[src/rtl/jtg_pkg.sv]
package jtg_pkg;

    localparam int ADDR_W = 3;

    localparam logic [ADDR_W-1:0] ADDR_TDI  = 3'd0;
    localparam logic [ADDR_W-1:0] ADDR_TMS  = 3'd1;
    localparam logic [ADDR_W-1:0] ADDR_CMD  = 3'd2;
    localparam logic [ADDR_W-1:0] ADDR_STAT = 3'd3;
    localparam logic [ADDR_W-1:0] ADDR_TDO  = 3'd4;

    typedef enum logic [7:0] {
        CMD_GO    = 8'h00,
        CMD_STOP  = 8'h01,
        CMD_CLEAR = 8'h02
    } cmd_e;

    typedef struct packed {
        logic [7:0] tms;
        logic [7:0] tdi;
    } bit_pair_t;

    typedef struct packed {
        logic [5:0] spare;
        logic       tdo_avail;
        logic       busy;
    } stat_t;

    function automatic stat_t make_status(input logic busy, input logic tdo_avail);
        stat_t s;
        s.spare     = '0;
        s.tdo_avail = tdo_avail;
        s.busy      = busy;
        return s;
    endfunction

endpackage

[src/rtl/jtg_fifo.sv]
module jtg_fifo #(
    parameter int W     = 8,
    parameter int DEPTH = 16
) (
    input  logic         clk,
    input  logic         rst,
    input  logic         flush_i,
    input  logic         push_i,
    input  logic [W-1:0] din_i,
    input  logic         pop_i,
    output logic [W-1:0] dout_o,
    output logic         empty_o,
    output logic         full_o
);
    localparam int AW   = (DEPTH > 1) ? $clog2(DEPTH) : 1;
    localparam int CNTW = $clog2(DEPTH + 1);

    logic [W-1:0]    mem [DEPTH];
    logic [AW-1:0]   wp_q, rp_q;
    logic [CNTW-1:0] cnt_q;
    logic            do_push, do_pop;

    assign full_o  = (cnt_q == CNTW'(DEPTH));
    assign empty_o = (cnt_q == '0);
    assign do_push = push_i && !full_o;
    assign do_pop  = pop_i && !empty_o;
    assign dout_o  = mem[rp_q];

    always_ff @(posedge clk) begin
        if (do_push) mem[wp_q] <= din_i;
    end

    always_ff @(posedge clk) begin
        if (rst || flush_i) begin
            wp_q  <= '0;
            rp_q  <= '0;
            cnt_q <= '0;
        end else begin
            if (do_push) wp_q <= (wp_q == AW'(DEPTH - 1)) ? '0 : wp_q + AW'(1);
            if (do_pop)  rp_q <= (rp_q == AW'(DEPTH - 1)) ? '0 : rp_q + AW'(1);
            case ({do_push, do_pop})
                2'b10:   cnt_q <= cnt_q + CNTW'(1);
                2'b01:   cnt_q <= cnt_q - CNTW'(1);
                default: cnt_q <= cnt_q;
            endcase
        end
    end

    AST_NO_OVERFLOW: assert property (@(posedge clk) disable iff (rst)
        (push_i && full_o && !pop_i && !flush_i) |=> (cnt_q == $past(cnt_q)))
        else $error("queue grew while full");

    AST_NO_UNDERFLOW: assert property (@(posedge clk) disable iff (rst)
        (pop_i && empty_o && !push_i && !flush_i) |=> empty_o)
        else $error("queue popped while empty");

endmodule

[src/rtl/jtg_regif.sv]
module jtg_regif
    import jtg_pkg::*;
(
    input  logic              clk,
    input  logic              rst,
    input  logic [ADDR_W-1:0] addr_i,
    input  logic [7:0]        wdata_i,
    input  logic              wr_i,
    input  logic              rd_i,
    input  stat_t             status_i,
    input  logic [7:0]        tdo_head_i,
    output logic              tdi_push_o,
    output logic              tms_push_o,
    output logic              tdo_pop_o,
    output logic              clear_o,
    output logic              run_o,
    output logic [7:0]        rdata_o
);
    logic cmd_wr;
    logic run_q;

    assign cmd_wr     = wr_i && (addr_i == ADDR_CMD);
    assign tdi_push_o = wr_i && (addr_i == ADDR_TDI);
    assign tms_push_o = wr_i && (addr_i == ADDR_TMS);
    assign tdo_pop_o  = rd_i && (addr_i == ADDR_TDO);
    assign clear_o    = cmd_wr && (wdata_i == CMD_CLEAR);
    assign run_o      = run_q;

    always_ff @(posedge clk) begin
        if (rst) begin
            run_q <= 1'b0;
        end else if (cmd_wr) begin
            if (wdata_i == CMD_GO)
                run_q <= 1'b1;
            else if (wdata_i == CMD_STOP || wdata_i == CMD_CLEAR)
                run_q <= 1'b0;
        end
    end

    always_comb begin
        case (addr_i)
            ADDR_STAT: rdata_o = status_i;
            ADDR_TDO:  rdata_o = status_i.tdo_avail ? tdo_head_i : 8'h00;
            default:   rdata_o = 8'h00;
        endcase
    end

    AST_GO_SETS_RUN: assert property (@(posedge clk) disable iff (rst)
        (wr_i && addr_i == ADDR_CMD && wdata_i == CMD_GO) |=> run_o)
        else $error("start command ignored");

    AST_STOP_CLEARS_RUN: assert property (@(posedge clk) disable iff (rst)
        (wr_i && addr_i == ADDR_CMD && wdata_i != CMD_GO && wdata_i <= CMD_CLEAR) |=> !run_o)
        else $error("stop or clear left engine running");

endmodule

[src/rtl/jtg_shifter.sv]
module jtg_shifter
    import jtg_pkg::*;
#(
    parameter int   HALF_DIV = 2,
    parameter logic IDLE_TMS = 1'b0,
    parameter logic IDLE_TDI = 1'b0
) (
    input  logic      clk,
    input  logic      rst,
    input  logic      run_i,
    input  logic      flush_i,
    input  logic      pair_avail_i,
    input  bit_pair_t pair_i,
    input  logic      tdo_full_i,
    input  logic      tdo_i,
    output logic      pair_pop_o,
    output logic      tdo_push_o,
    output logic [7:0] tdo_byte_o,
    output logic      active_o,
    output logic      tck_o,
    output logic      tms_o,
    output logic      tdi_o
);
    localparam int CW = (HALF_DIV > 1) ? $clog2(HALF_DIV) : 1;

    logic [CW-1:0] div_q;
    logic          tck_q, tms_q, tdi_q, active_q;
    logic [2:0]    idx_q;
    bit_pair_t     sh_q;
    logic [7:0]    cap_q, hold_q;
    logic          hold_v_q;
    logic          edge_now, can_load, done;

    assign edge_now   = (div_q == CW'(HALF_DIV - 1));
    assign can_load   = run_i && !active_q && !tck_q && pair_avail_i && !tdo_full_i;
    assign done       = run_i && edge_now && tck_q && active_q && (idx_q == 3'd7);
    assign pair_pop_o = can_load && !flush_i;
    assign tdo_push_o = done && hold_v_q && !flush_i;
    assign tdo_byte_o = hold_q;
    assign active_o   = active_q;
    assign tck_o      = tck_q;
    assign tms_o      = tms_q;
    assign tdi_o      = tdi_q;

    always_ff @(posedge clk) begin
        if (rst || flush_i) begin
            div_q    <= '0;
            tck_q    <= 1'b0;
            tms_q    <= IDLE_TMS;
            tdi_q    <= IDLE_TDI;
            active_q <= 1'b0;
            idx_q    <= '0;
            sh_q     <= '0;
            cap_q    <= '0;
            hold_q   <= '0;
            hold_v_q <= 1'b0;
        end else if (!run_i) begin
            tck_q <= 1'b0;
            div_q <= '0;
        end else if (can_load) begin
            sh_q     <= pair_i;
            tms_q    <= pair_i.tms[0];
            tdi_q    <= pair_i.tdi[0];
            idx_q    <= '0;
            active_q <= 1'b1;
            div_q    <= '0;
        end else if (edge_now) begin
            div_q <= '0;
            tck_q <= !tck_q;
            if (!tck_q) begin
                if (active_q) cap_q[idx_q] <= tdo_i;
            end else if (active_q) begin
                if (idx_q == 3'd7) begin
                    active_q <= 1'b0;
                    hold_q   <= cap_q;
                    hold_v_q <= 1'b1;
                end else begin
                    idx_q <= idx_q + 3'd1;
                    tms_q <= sh_q.tms[idx_q + 3'd1];
                    tdi_q <= sh_q.tdi[idx_q + 3'd1];
                end
            end
        end else begin
            div_q <= div_q + CW'(1);
        end
    end

    AST_TCK_HELD_WHEN_STOPPED: assert property (@(posedge clk) disable iff (rst)
        !run_i |=> !tck_q)
        else $error("tck moved while stopped");

    AST_PINS_STABLE_HIGH: assert property (@(posedge clk) disable iff (rst)
        tck_q |=> (!tck_q || ($stable(tms_q) && $stable(tdi_q))))
        else $error("tms/tdi changed while tck high");

    AST_IDLE_HOLD: assert property (@(posedge clk) disable iff (rst)
        (!active_q && !flush_i) |=> (active_q || ($stable(tms_q) && $stable(tdi_q))))
        else $error("pins changed while idle");

    AST_NO_TDO_OVERRUN: assert property (@(posedge clk) disable iff (rst)
        tdo_push_o |-> !tdo_full_i)
        else $error("packed byte pushed into full queue");

    AST_HALF_PERIOD: assert property (@(posedge clk) disable iff (rst)
        ((tck_q != $past(tck_q)) && $past(run_i) && !$past(flush_i)) |-> ($past(div_q) == CW'(HALF_DIV - 1)))
        else $error("tck toggled before half period elapsed");

endmodule

[src/rtl/jtg_byte_engine.sv]
module jtg_byte_engine
    import jtg_pkg::*;
#(
    parameter int   FIFO_DEPTH = 16,
    parameter int   HALF_DIV   = 2,
    parameter logic IDLE_TMS   = 1'b0,
    parameter logic IDLE_TDI   = 1'b0
) (
    input  logic       clk,
    input  logic       rst,
    input  logic [2:0] bus_addr,
    input  logic [7:0] bus_wdata,
    input  logic       bus_wr,
    input  logic       bus_rd,
    output logic [7:0] bus_rdata,
    output logic       tck_o,
    output logic       tms_o,
    output logic       tdi_o,
    input  logic       tdo_i
);
    logic       tdi_push, tms_push, tdo_pop, clear, run;
    logic       tdi_empty, tdi_full, tms_empty, tms_full, tdo_empty, tdo_full;
    logic       pair_pop, pair_avail, tdo_push, active;
    logic [7:0] tdi_head, tms_head, tdo_head, tdo_byte;
    bit_pair_t  pair;
    stat_t      status;

    assign pair_avail = !tdi_empty && !tms_empty;
    assign pair.tms   = tms_head;
    assign pair.tdi   = tdi_head;
    assign status     = make_status(active || pair_avail, !tdo_empty);

    jtg_regif u_regif (
        .clk        (clk),
        .rst        (rst),
        .addr_i     (bus_addr),
        .wdata_i    (bus_wdata),
        .wr_i       (bus_wr),
        .rd_i       (bus_rd),
        .status_i   (status),
        .tdo_head_i (tdo_head),
        .tdi_push_o (tdi_push),
        .tms_push_o (tms_push),
        .tdo_pop_o  (tdo_pop),
        .clear_o    (clear),
        .run_o      (run),
        .rdata_o    (bus_rdata)
    );

    jtg_fifo #(.W(8), .DEPTH(FIFO_DEPTH)) u_tdi_q (
        .clk(clk), .rst(rst), .flush_i(clear),
        .push_i(tdi_push), .din_i(bus_wdata), .pop_i(pair_pop),
        .dout_o(tdi_head), .empty_o(tdi_empty), .full_o(tdi_full)
    );

    jtg_fifo #(.W(8), .DEPTH(FIFO_DEPTH)) u_tms_q (
        .clk(clk), .rst(rst), .flush_i(clear),
        .push_i(tms_push), .din_i(bus_wdata), .pop_i(pair_pop),
        .dout_o(tms_head), .empty_o(tms_empty), .full_o(tms_full)
    );

    jtg_fifo #(.W(8), .DEPTH(FIFO_DEPTH)) u_tdo_q (
        .clk(clk), .rst(rst), .flush_i(clear),
        .push_i(tdo_push), .din_i(tdo_byte), .pop_i(tdo_pop),
        .dout_o(tdo_head), .empty_o(tdo_empty), .full_o(tdo_full)
    );

    jtg_shifter #(.HALF_DIV(HALF_DIV), .IDLE_TMS(IDLE_TMS), .IDLE_TDI(IDLE_TDI)) u_shift (
        .clk          (clk),
        .rst          (rst),
        .run_i        (run),
        .flush_i      (clear),
        .pair_avail_i (pair_avail),
        .pair_i       (pair),
        .tdo_full_i   (tdo_full),
        .tdo_i        (tdo_i),
        .pair_pop_o   (pair_pop),
        .tdo_push_o   (tdo_push),
        .tdo_byte_o   (tdo_byte),
        .active_o     (active),
        .tck_o        (tck_o),
        .tms_o        (tms_o),
        .tdi_o        (tdi_o)
    );

    AST_PAIR_POP_BOTH: assert property (@(posedge clk) disable iff (rst)
        pair_pop |-> (!tms_empty && !tdi_empty))
        else $error("byte pair taken with an empty queue");

    AST_FULL_DROP_TMS: assert property (@(posedge clk) disable iff (rst)
        (tms_push && tms_full && !pair_pop && !clear) |=> tms_full)
        else $error("mode-select queue left full state on dropped write");

    AST_FULL_DROP_TDI: assert property (@(posedge clk) disable iff (rst)
        (tdi_push && tdi_full && !pair_pop && !clear) |=> tdi_full)
        else $error("data-in queue left full state on dropped write");

endmodule

[config.mk]
export PLATFORM = sky130hd
export DESIGN_NAME = jtg_byte_engine
export DESIGN_NICKNAME = d
export VERILOG_FILES = /design/src/rtl/jtg_pkg.sv /design/src/rtl/jtg_fifo.sv /design/src/rtl/jtg_regif.sv /design/src/rtl/jtg_shifter.sv /design/src/rtl/jtg_byte_engine.sv
export SDC_FILE = /design/constraint.sdc
export NUM_CORES = 1
export LEC_CHECK = 0
export ABC_AREA = 1
export ABC_CLOCK_PERIOD_IN_PS = 4800
export BUFFER_PORTS_ARGS = -buffer_cell sky130_fd_sc_hd__buf_2
export CORE_ASPECT_RATIO = 0.8
export CORE_UTILIZATION = 40
export DETAILED_ROUTE_END_ITERATION = 10
export SLEW_MARGIN = 20
export SYNTH_ARGS = -nofsm -noshare
export SYNTH_HDL_FRONTEND = slang
export SYNTH_SLANG_ARGS = --single-unit
[constraint.sdc]
create_clock -name clk -period 4.8 [get_ports clk]
set_input_delay 0.96 -clock clk [delete_from_list [all_inputs] [get_ports clk]]
set_output_delay 0.96 -clock clk [all_outputs]
set_load 0.01 [all_outputs]
======== After elaboration in Yosys (flattened, before gate mapping) ========
Memories as Yosys holds them, arrays and structs flattened. A register that Yosys moved wholly into a read port is not among the register bits.
Cells that the tools add are included.
storage, ports and cells
  register bits ........................... 81
  memory bits (writable) .................. 384
  output and inout bits ................... 11
  memories kept ........................... 3
memories
  name         words  bits a word  read ports  clocked after memory_dff  write ports  RTL line        text
  u_tdi_q.mem  16     8            1           1                         1            jtg_fifo.sv:18  logic [W-1:0] mem [DEPTH];
  u_tdo_q.mem  16     8            1           1                         1            jtg_fifo.sv:18
  u_tms_q.mem  16     8            1           1                         1            jtg_fifo.sv:18
operators by class
  add/sub/neg operators ................... 14
  $lt $le $gt $ge ......................... 3
  eq/ne operators ......................... 23
  multiplexer cells ....................... 52
  bitwise operators ....................... 3
  reduce and logical (&&, ||, !) cells .... 57
operators by type and width
  kind                                                 count
  2-to-1 mux 4 bit                                     12
  one-hot mux 5 bit (2 select lines)                   3
  2-to-1 mux 1 bit                                     26
  adder 4 x 1 -> 4 bit (second input constant)         6
  == test 4 bit (second input constant)                6
  logical AND 1 bit                                    24
  one-hot mux 8 bit (2 select lines)                   1
  adder 5 x 1 -> 5 bit (second input constant)         3
  == test 5 bit (second input constant)                3
  logical NOT 5 bit                                    3
  2-to-1 mux 3 bit                                     5
  subtractor 5 x 1 -> 5 bit (second input constant)    3
  nonzero test 2 bit                                   7
  AND reduction 5 bit                                  2
  logical NOT 1 bit                                    9
  bitwise mux 8 bit                                    1
  == test 8 x 1 -> 1 bit (second input constant)       1
  == test 8 x 2 -> 1 bit (second input constant)       1
  logical NOT 8 bit                                    1
  < comparator 3 x 4 -> 1 bit (second input constant)  2
  2-to-1 mux 8 bit                                     1
  binary-select mux 1 bit (select 3 bit)               2
  == test 2 x 1 -> 1 bit (second input constant)       3
  == test 2 bit (second input constant)                3
  16 further kinds                                     24

======== Depth between registers and ports, before layout ========
Gate-level depths: netlist of the first run.
  word-level depth ........................ 9
  depth in mapped cells ................... 18

======== Modules after synthesis ========
From an unflattened synthesis of the first run, not the netlist that was laid out.
second synthesis, totals
  cells, all modules ...................... 1977
  area total of the unflattened synthesis .. 20842.5 µm²
by module, submodules not included
  module           times used  cells each  area each (µm²)
  jtg_fifo         3           550         6218.5
  jtg_shifter      1           263         1859.3
  jtg_regif        1           59          307.8
  jtg_byte_engine  1           5           20.0

======== Worst setup path before layout of the first run ========
Ideal clock, no wire load.
  path kind ............................... input to register
  start point ............................. in bus_addr[0]
  end point ............................... reg u_tdo_q.cnt_q[4]
  library setup time ...................... 0.113 ns
  data arrival time ....................... 2.943 ns
  path slack .............................. 1.744 ns
  cell stages on the path ................. 18
  buffers on the path ..................... 0
  cells stage by stage .................... inv_1 -> nand2_1 -> nor2_1 -> nand2_1 -> inv_1 -> nand2_1 -> inv_1 -> ha_1 -> inv_1 -> fa_1 -> o21ai_0 -> nand2_1 -> nand2_1 -> nand2_1 -> nand3_1 -> nand2_1 -> nand2_1 -> nor2_1
on the way
  cells in the longest elaborated chain, start to end .. 8
  elaborated cells on any way between the ends .. 14
RTL lines
  what                                                                      RTL line               text
  start: declaration                                                        jtg_byte_engine.sv:11  input logic [2:0] bus_addr,
  == test 3 x 2 -> 1 bit                                                    jtg_regif.sv:22        assign cmd_wr = wr_i && (addr_i == ADDR_CMD);
  logical AND 1 bit                                                         jtg_regif.sv:22
  logical AND 1 bit                                                         jtg_regif.sv:26        assign clear_o = cmd_wr && (wdata_i == CMD_CLEAR);
  logical NOT 1 bit                                                         jtg_shifter.sv:38      assign tdo_push_o = done && hold_v_q && !flush_i;
  logical AND 1 bit                                                         jtg_shifter.sv:38
  logical AND 1 bit                                                         jtg_fifo.sv:25         assign do_push = push_i && !full_o;
  == test 2 x 1 -> 1 bit or == test 2 bit (tied branches)                   jtg_fifo.sv:41         case ({do_push, do_pop})
  one-hot mux 5 bit (2 select lines) or nonzero test 2 bit (tied branches)  n/a
  end signal: assignment                                                    jtg_fifo.sv:42         2'b10: cnt_q <= cnt_q + CNTW'(1);
  end signal: assignment                                                    jtg_fifo.sv:43         2'b01: cnt_q <= cnt_q - CNTW'(1);
  end signal: assignment                                                    jtg_fifo.sv:44         default: cnt_q <= cnt_q;
  end: declaration                                                          jtg_fifo.sv:20         logic [CNTW-1:0] cnt_q;
Parallel ways exist; a longest one is shown, timed or not.
A chain may end at the register's enable or synchronous reset.

==> results of run 1 <==
==> cell type report <==
class / count / area [um2]
clock buffers: 67 / 1340
clock inverters: 27 / 221
fillers: 4490 / 26600
inverters: 119 / 452
multi-input cells: 1230 / 5810
flip-flops and latches: 477 / 13400
well taps: 666 / 833
repair buffers: 46 / 280
==> how the worst max path moves through the flow <==
stage | to
floorplan | u_tdo_q.cnt_q[4]$_SDFFE_PP0P_
detailed placement | u_tdo_q.cnt_q[4]$_SDFFE_PP0P_
finish | bus_rdata[5]
global route | bus_rdata[3]
CTS | bus_rdata[7]
global placement | u_tdo_q.cnt_q[4]$_SDFFE_PP0P_
==> critical path: cells and delay by family, from the launching register on <==
kind / cells / cell delay [ns]
buffers and inverters: 3 / 1.08
flip-flops: 1 / 0.32
AO/OA/AOI/OAI: 3 / 0.58
AND/OR/NAND/NOR: 3 / 0.25
==> registers in the layout, indices dropped and copies added (netlist names), 3 cells and up, named ones only <==
signal	cells
u_shift.cap_q	8
u_shift.idx_q	3
u_shift.sh_q	16
u_shift.tdo_byte_o	8
u_tdi_q.cnt_q	5
u_tdi_q.mem	128
u_tdi_q.rp_q	4
u_tdi_q.wp_q	4
u_tdo_q.cnt_q	5
u_tdo_q.mem	128
u_tdo_q.rp_q	4
u_tdo_q.wp_q	4
u_tms_q.cnt_q	5
u_tms_q.mem	128
u_tms_q.rp_q	4
u_tms_q.wp_q	4
==> cells in the mapped netlist (2+ instances only) <==
cell type	count	area [um2]
buf_1	7	26.3
nor3_1	12	60.1
nand2_1	258	968
xnor2_1	4	35.0
nand4_1	12	75.1
nand2_2	6	37.5
a21oi_1	61	305
nand3b_1	4	30.0
o21ai_0	185	926
o211ai_1	23	173
ha_1	27	338
nor2_2	2	12.5
nand3_1	179	896
o22ai_1	16	100
nand3_2	3	30.0
o21ai_1	6	30.0
buf_2	34	170
clkbuf_1	40	150
a211oi_1	3	22.5
nor2_1	405	1520
inv_1	109	409
clkinv_1	3	11.3
buf_6	3	33.8
or2_2	3	18.8
xor2_1	12	105
inv_2	6	22.5
edfxtp_1	384	11500
dfxtp_1	93	1860
==> stage by stage <==
| step | util (%) | setup WS, ns |
|---|---|---|
| floorplan | - | 1.74 |
| global placement | 42.4 | 1.06 |
| detailed placement | 42.4 | 1.05 |
| CTS | 45.6 | 0.999 |
| global route | 45.6 | 0.863 |
| finish | 45.6 | 1.01 |
==> cell families after synthesis <==
group / after synthesis / share of synthesized area (%)
flops: 477 / 66.9
compound gates: 296 / 7.85
buf+inv: 204 / 4.19
simple gates: 890 / 18.6
xor+xnor: 16 / 0.699
fa+ha+maj: 28 / 1.79
==> power by group <==
group | switching (W) | leakage, nW | internal [W]
clock | 0.00163 | 0.766 | 0.00208
combinational | 0.0000809 | 2.91 | 0.0000187
sequential | 0.00000414 | 4.24 | 0.00445
==> layer usage <==
layer	part of all wire (%)	wire length, um	vias to the layer above	track usage (%)
li1	-	-	6606	-
met3	6.4	3060	70	3.03
met5	0	0	-	0
met2	43	20500	409	27.5
met1	48	23000	6551	28.7
met4	2.1	990	0	5.30
==> results.md, run 1 <==
* RR Startpoint: u_shift.idx_q[0]$_SDFFE_PP0P_
* Synth cell types at 39
* WHS at about 0.46 ns
* # H-tree levels at 2
* Top_reg_cell synth: edfxtp_1
* Syn avg cell area at roughly 10 um2
* Setup Skew at around 0.026 ns
* First-pass DRT Iterations at 6
* HP Start: u_shift.cap_q[6]$_SDFFE_PP0P_
* Core Rows at 72
* CP max stage delay at 0.58 ns
* Starting Density at about two fifths
* Io pins at 27
* Synth Warn # at 0
* ANT cells at 0
* Initial antenna violation count at 0
* Die Span Y at approximately 200 um
* Layout area overhead at 11.5%
* Tmin final at between 3 and 4 ns
* Max_slew headroom at 29.6%
* Vias per cell at 5.18
* DR WL/cell at about 18 um
* Most common cell after layout, fill and taps aside: nor2_1
* GRT Util Overall at a little under a fifth
* Die area at 51,000 um2
* Post-layout instance area at around 22,000 um2
* Synth Register Bits at between 400 and 500
* CTS clk-pin slew, worst paths at around 0.060 ns
* Number of global-route vias before repair at 13,000
* Clock sinks at about 480
* Outcome: finished, final reports clean
* Placed cell count at about 2,500
* Crit Path Max Fanout at 46
* Hold depth at 2
* Asr flop ratio synth at 0%
* RePlAce Congestion at ~0.82
* Most frequent cells in the layout: nor2_1 (405), edfxtp_1 (384), nand2_1 (258)
* Min-delay worst type: register to register
* Worst flop-to-flop path endpoint: u_tdo_q.cnt_q[4]$_SDFFE_PP0P_
* Reg2reg setup slack at about 1.5 ns
* # Post-CTS Setup Buffers at 0
* Vias at approximately 14,000
* Fmax at between 200 and 300 MHz
* TritonCTS clock tree: built
* Fraction of layout cells with a size suffix above 1 at 7.32%
* CTS resizes at 0
* Number of enable flip-flop cells after synthesis at 384
* DR iter-0 viols at 1,295
* Clock root buffer: clkbuf_16
* Mapped Nets at roughly 2,000
* Cells after Synth at 1,911
* Data arrival, critical path at between 2 and 3 ns
* Power Total at 0.00826 W
* DRC at 0
* Power density cells at between 300 and 400 nW/um2
* Post-synthesis sequential area ratio at approximately two thirds
* Pleak at just under 8 nW
* Deepest clock path buffer count at 3
* Placed cell areas at between 20,000 and 25,000 um2
* Cells along the critical path: inv_2 -> buf_4 -> nor2_1 -> nor2_1 -> o21ai_0 -> o211ai_1 -> nand3_1 -> a21oi_1 -> buf_2
* First-pass GRT wire length at 74,500 um
* Peak VDD IR at 0.284 mV
* Crit. End Element: output port
* Highest-delay cell along the critical path: inv_2
* WP data required at roughly 3.8 ns
* Critical path type: register to output port
* Worst skew pair latency at 0.60 ns
* Largest net degree at the start of global routing at 67
* Slew @ Worst Pin at 1.06 ns
* Core area at roughly 49,000 um2
* # hold bufs at CTS at 0
* Buffers added on ports at 26
* Nature of the critical path startpoint: register
* Synth Cell Area at approximately 20,000 um2
* Most common cell on crit path: nor2_1
* RSZ-0062 raised after global routing: false
* Total Nets Final at approximately 2,000
* TritonCTS buffer count at ~50
* Reg2reg path depth at 17
* Max Slew Vio Count at 0
* Fin cells at between 2,000 and 3,000
* Post-DP HPWL at roughly 29,000 um
* Setup_tns at 0 ns
* Gr ovfl total at 0
* # setup viols final at 0
* Maxcap violations at 0
* Antenna-violating nets left at 0
* Die W at between 200 and 300 um
* Final hold vios at 0
* Final period util at 79.0%
* Post-Route WL at 47,500 um
* WHS Endpoint: u_shift.tdo_byte_o[6]$_SDFFE_PP0P_
(Power assumes the default switching activity.)
==> run 2, diff against run 1 <==
- ABC_CLOCK_PERIOD_IN_PS: 4800 -> 3900
- clock period: 4.8 -> 3.9 ns (I/O delays scaled with it)
==> results.md, run 2 (synthesis results as in run 1) <==
* Outcome: finished, final reports clean
* First-pass DRT Iterations at 5
* Comb pwr share at 1.3%
* # setup viols final at 0
* CP max stage delay at roughly 0.53 ns
* Die area at between 50,000 and 60,000 um2
* Setup Skew at approximately 0.016 ns
* CTS resizes at 0
* RSZ-0062 raised after global routing: false
* RePlAce Congestion at 0.822
* Setup_tns at 0 ns
* # H-tree levels at 2
* CTS clk-pin slew, worst paths at about 0.060 ns
* Final period util at 90.2%
* Met2 wire len at 20,800 um
* Placed cell count at ~2,600
* Hold depth at 2
* Cells along the critical path: buf_4 -> o21ai_0 -> o22ai_1 -> nand2_1 -> nand3_1 -> nand2_1 -> nor2_1 -> buf_2
* GRT Util Overall at 19.2%
* Switching power at between 0.002 and 0.0025 W
* Tmin final at 3.52 ns
* Total Nets Final at 1,982
* Post-layout instance area at about 22,000 um2
* Fmax at 284 MHz
* Die W at between 200 and 300 um
* Nature of the critical path startpoint: register
* Met3 WL at approximately 3100 um
* Leading registers by flop count: u_tdi_q.mem: 128 flops, u_tdo_q.mem: 128 flops, u_tms_q.mem: 128 flops
* Largest net degree at the start of global routing at 67
* Initial antenna violation count at 1
* Pleak at between 7 and 8 nW
* Clock sinks at around 480
* # hold bufs at CTS at 0
* Most frequent cells in the layout: nor2_1 (405), edfxtp_1 (384), nand2_1 (258)
* Io pins at 27
* Fraction of layout cells with a size suffix above 1 at around 8.0%
* DRC at 0
* Highest-delay cell along the critical path: buf_4
* Layout area overhead at 12.0%
* DR iter-0 viols at roughly 1,400
* Clock Power Share at 44.8%
* DR top layer: met4
* Die Span Y at approximately 200 um
* TritonCTS buffer count at between 40 and 50
* Core area at approximately 49,000 um2
* DR WL/cell at 18.2 um
* First-pass GRT wire length at about 75,000 um
* Most common cell on crit path: nand2_1
* Vias per cell at ~5.2
* Data arrival, critical path at 2.74 ns
* Peak VDD IR at ~0.33 mV
* Worst skew pair latency at ~0.6 ns
* Sw Ratio at slightly above 20%
* Reg2reg path depth at 17
* Slew @ Worst Pin at slightly above 1 ns
* Max_slew headroom at between 30% and 40%
* Power density cells at 453 nW/um2
* Final hold vios at 0
* Cell internal pwr at 0.00809 W
* Deepest clock path buffer count at 3
* Number of fill cells at ~4,500
* TritonCTS clock tree: built
* Fin cells at 2,645
* Clock root buffer: clkbuf_16
* Max Slew Vio Count at 0
* Maxcap violations at 0
* # Post-CTS Setup Buffers at 0
* Starting Density at just over 40%
* Post-DP HPWL at 29,600 um
* Core Rows at about 70
* Number of global-route vias before repair at ~13,000
* Buffers added on ports at 26
* ANT cells at 0
* Min-delay worst type: input port to register
* Crit Path Max Fanout at 66
* Sequential fraction of design power at between 50% and 60%
* Crit. End Element: output port
* Placed cell areas at between 20,000 and 25,000 um2
* Gr ovfl total at 0
* Critical path type: register to output port
* Antenna-violating nets left at 0
* WP data required at ~3.1 ns
* Most common cell after layout, fill and taps aside: nor2_1
* Wl on met1 at approximately 23,000 um
* Post-Route WL at around 48,000 um
* Vias at roughly 14,000
==> run 2: stage by stage <==
step	hold WS (ns)	total power, W	utilization, %	worst slack [ns]
floorplan	0.439	0.00563	-	1.02
CTS	0.327	0.0103	45.9	0.429
finish	0.358	0.0102	45.9	0.382
global route	0.345	0.0104	45.9	0.268
global placement	0.453	0.00572	42.7	0.561
detailed placement	0.458	0.00572	42.7	0.525
==> run 2: worst paths after layout <==
check / startpoint / end / slack (ns)
worst max register to register: u_shift.idx_q[0]$_SDFFE_PP0P_ / u_tdo_q.cnt_q[4]$_SDFFE_PP0P_ / 0.58
worst max-delay path: register / bus_rdata[2] / 0.38
worst min register to register: u_shift.cap_q[2]$_SDFFE_PP0P_ / u_shift.cap_q[2]$_SDFFE_PP0P_ / 0.46
worst min-delay path: rst / u_regif.run_o$_SDFFE_PP0P_ / 0.36
==> run 2: per-layer routing <==
| layer | vias to the layer above | global-route usage (%) |
|---|---|---|
| met3 | 66 | 3.18 |
| met2 | 416 | 28.3 |
| met5 | - | 0 |
| met4 | 0 | 4.57 |
| li1 | 6636 | - |
| met1 | 6602 | 29.3 |
==> run 2: area by class of cell <==
class                   instances  area (um2)  share of cell area [%]
flip-flops and latches        477       13400                    59.7
multi-input cells            1230        5800                    25.8
clock buffers                  67        1320                    5.90
well taps                     666         833                    3.71
inverters                     119         452                    2.01
repair buffers                 61         405                    1.81
clock inverters                25         234                    1.04
==> run 2: power by group through the flow <==
stage	Clock (W)	Sequential [W]	Combinational, W
final	0.00455	0.00548	0.000131
after global routing	0.00483	0.00548	0.000144
after CTS	0.00465	0.00548	0.000133
after detailed placement	0	0.00559	0.000133
after global placement	0	0.00559	0.000129
after floorplan	0	0.00559	0.0000458
==> run 2: worst max-delay path: cells and delay by family, from the launching register on <==
kind                   cells  cell delay, ns
and+or+nand+nor            4            0.64
buffers and inverters      2            0.71
DFF                        1            0.36
AOI/OAI and AO/OA          2            0.39
==> run 3, diff against run 2 <==
- ABC_AREA: 1 -> unset
- BUFFER_PORTS_ARGS: -buffer_cell sky130_fd_sc_hd__buf_2 -> unset
- DONT_BUFFER_PORTS: unset -> 1
==> results.md, run 3 <==
* Area leader, netlist: edfxtp_1
* Maxcap violations at 0
* # setup viols final at 0
* Synth Cell Area at 19,300 um2
* Crit-path leading delay family: adder cells
* Cells along the critical path: ha_1 -> ha_1 -> nand2_1 -> a2111oi_4 -> and2_1 -> inv_1 -> ha_1 -> ha_1 -> nor2b_1 -> o21ai_0 -> a21oi_1 -> or4_1 -> a21oi_1
* Fraction of layout cells with a size suffix above 1 at between 15 and 20%
* Vias at around 10,000
* Comb pwr share at less than 1%
* Post-synthesis sequential area ratio at between 60% and 70%
* Top_reg_cell synth: edfxtp_1
* Clock sinks at ~480
* WP data required at roughly 4.4 ns
* Sw Ratio at between 10% and 20%
* Peak VDD IR at 0.351 mV
* Antenna-violating nets left at 0
* DR WL/cell at 21.8 um
* Min-delay worst type: input port to register
* Post-Synth Adder-Cell Area at around 1.9%
* Placed cell count at 1,774
* Leading registers by flop count: u_tdi_q.mem: 128 flops, u_tdo_q.mem: 128 flops, u_tms_q.mem: 128 flops
* Synth Register Bits at approximately 480
* Starting Density at between 40 and 50%
* Compound-cell area share of the yosys netlist at under 10%
* # H-tree levels at 2
* Setup_tns at 0 ns
* Mapped Nets at between 1,000 and 1,500
* Layout area overhead at 12.3%
* Highest-delay cell along the critical path: dfxtp_1
* Sequential fraction of design power at between 50% and 60%
* Crit Path Max Fanout at 11
* Core area at around 47,000 um2
* TritonCTS clock tree: built
* Gr ovfl total at 0
* Synth Area in Simple Gates at under 10%
* Most common cell after layout, fill and taps aside: edfxtp_1
* First-pass DRT Iterations at 5
* CTS resizes at 0
* Core Rows at 71
* Number of global-route vias before repair at between 9,000 and 10,000
* Cell internal pwr at ~0.0080 W
* # hold bufs at CTS at 0
* Most common cell on crit path: ha_1
* TritonCTS buffer count at 49
* WP buf/inv at 1
* Deepest clock path buffer count at 3
* Switching power at about 0.0020 W
* Syn avg cell area at approximately 16 um2
* Most frequent cells in the layout: edfxtp_1 (384), mux4_2 (102), dfxtp_1 (90)
* GRT Util Overall at around 17%
* Worst skew pair latency at roughly 0.6 ns
* Max_slew headroom at approximately two fifths
* RePlAce Congestion at 0.782
* Fin cells at about 1,900
* Post-Route WL at between 40,000 and 50,000 um
* Synth cell types at 59
* Clock Power Share at about 45%
* Post-layout instance area at approximately 22,000 um2
* Die area at approximately 49,000 um2
* Die W at between 200 and 250 um
* Critical path type: register to register
* Power density cells at approximately 460 nW/um2
* Final period util at around 90%
* Count leader, synth: edfxtp_1
* Asr flop ratio synth at 0%
* WHS at 0.255 ns
* Post-synthesis xor/xnor area fraction at less than 1%
* Nature of the critical path startpoint: register
* Post-synthesis mux area share at a little over an eighth
* Number of fill cells at approximately 4,100
* Main combinational cell family by area after synthesis: multiplexers
* Io pins at 27
* Cells after Synth at between 1,000 and 1,500
* Setup Skew at between 0.02 and 0.03 ns
* Post-DP HPWL at 25,600 um
* Slew @ Worst Pin at a little under 0.9 ns
* Number of enable flip-flop cells after synthesis at between 300 and 400
* Clock root buffer: clkbuf_16
* Data arrival, critical path at 3.92 ns
* RSZ-0062 raised after global routing: false
* Synth Warn # at 0
* Buffers added on ports at 0
* Tmin final at 3.41 ns
* Outcome: finished, final reports clean
* CTS clk-pin slew, worst paths at roughly 0.060 ns
* Largest net degree at the start of global routing at 36
* Pleak at roughly 6.8 nW
* Vias per cell at ~5.5
* Placed cell areas at just over 20,000 um2
* First-pass GRT wire length at between 60,000 and 70,000 um
* Initial antenna violation count at 0
* Crit. End Element: register
* Total Nets Final at about 1,200
* # Post-CTS Setup Buffers at 0
* DRC at 0
* CP max stage delay at around 0.55 ns
* Die Span Y at between 150 and 200 um
* Final hold vios at 0
* Yosys top cell area share at roughly three fifths
* Synth cell count leaders: edfxtp_1 (384), mux4_2 (102), dfxtp_1 (93)
* DR iter-0 viols at just under 1,000
* Largest cells by area after synthesis: edfxtp_1 (60%), mux4_2 (12%), dfxtp_1 (9.7%)
* Fmax at slightly below 300 MHz
* Max Slew Vio Count at 0
[run 3: path summary, 6_finish.rpt]
kind                                 startpoint  cells past startpoint                       endpoint  slack [ns]
setup / recovery  u_shift.idx_q[1]$_SDFFE_PP0P_                     13  u_tdo_q.cnt_q[4]$_SDFFE_PP0P_        0.49
hold / removal                              rst                      1     u_regif.run_o$_SDFFE_PP0P_        0.26
setup reg to reg  u_shift.idx_q[1]$_SDFFE_PP0P_                     13  u_tdo_q.cnt_q[4]$_SDFFE_PP0P_        0.49
hold reg to reg   u_shift.sh_q[13]$_SDFFE_PP0P_                      2  u_shift.sh_q[13]$_SDFFE_PP0P_        0.45
[run 3: logic make-up after synthesis]
logic type / Yosys count
flops: 477
simple gates: 292
compound gates: 140
mux: 135
buf+inv: 83
fa+ha+maj: 28
xor+xnor: 16
[run 3: layer usage]
metal  global-route usage (%)  vias up  part of all wire (%)  routed length [um]
li1                         -     4624                     -                   -
met5                        0        -                     0                   0
met3                     2.83       62                   6.2                2530
met2                     24.7      260                    44               18000
met4                     5.54        0                   2.3                 915
met1                     26.0     5229                    47               19200
[run 3: worst register-to-register path, cell delays in order (launching register included)]
cell	delay, ns
dfxtp_1	0.55
ha_1	0.22
ha_1	0.15
nand2_1	0.12
a2111oi_4	0.38
and2_1	0.21
inv_1	0.05
ha_1	0.23
ha_1	0.34
nor2b_1	0.15
o21ai_0	0.19
a21oi_1	0.12
or4_1	0.47
a21oi_1	0.15
[run 3: area by class of cell]
class / count / area [um2] / share of cell area [%]
clock inverters: 22 / 166 / 0.768
multi-input cells: 611 / 5520 / 25.5
repair buffers: 44 / 343 / 1.58
clock buffers: 68 / 1370 / 6.33
flip-flops and latches: 477 / 13400 / 61.9
inverters: 22 / 82.6 / 0.381
well taps: 620 / 776 / 3.58
diodes: 2 / 5.00 / 0.0231
[run 3: stage by stage]
stage	total power (W)	setup slack (ns)	util [%]
5_1_grt	0.0103	0.219	45.8
4_1_cts	0.0101	0.451	45.8
3_3_place_gp	0.00566	0.218	42.6
2_1_floorplan	0.00564	0.460	-
3_5_place_dp	0.00566	0.130	42.6
6_report	0.0100	0.487	45.8
[run 3: power by group through the flow]
stage	Clock, W	Combinational [W]	Sequential (W)
2_1_floorplan	0	0.0000493	0.00559
3_3_place_gp	0	0.0000663	0.00559
3_5_place_dp	0	0.0000669	0.00559
4_1_cts	0.00458	0.0000674	0.00548
5_1_grt	0.00476	0.0000729	0.00548
6_report	0.00449	0.0000667	0.00548
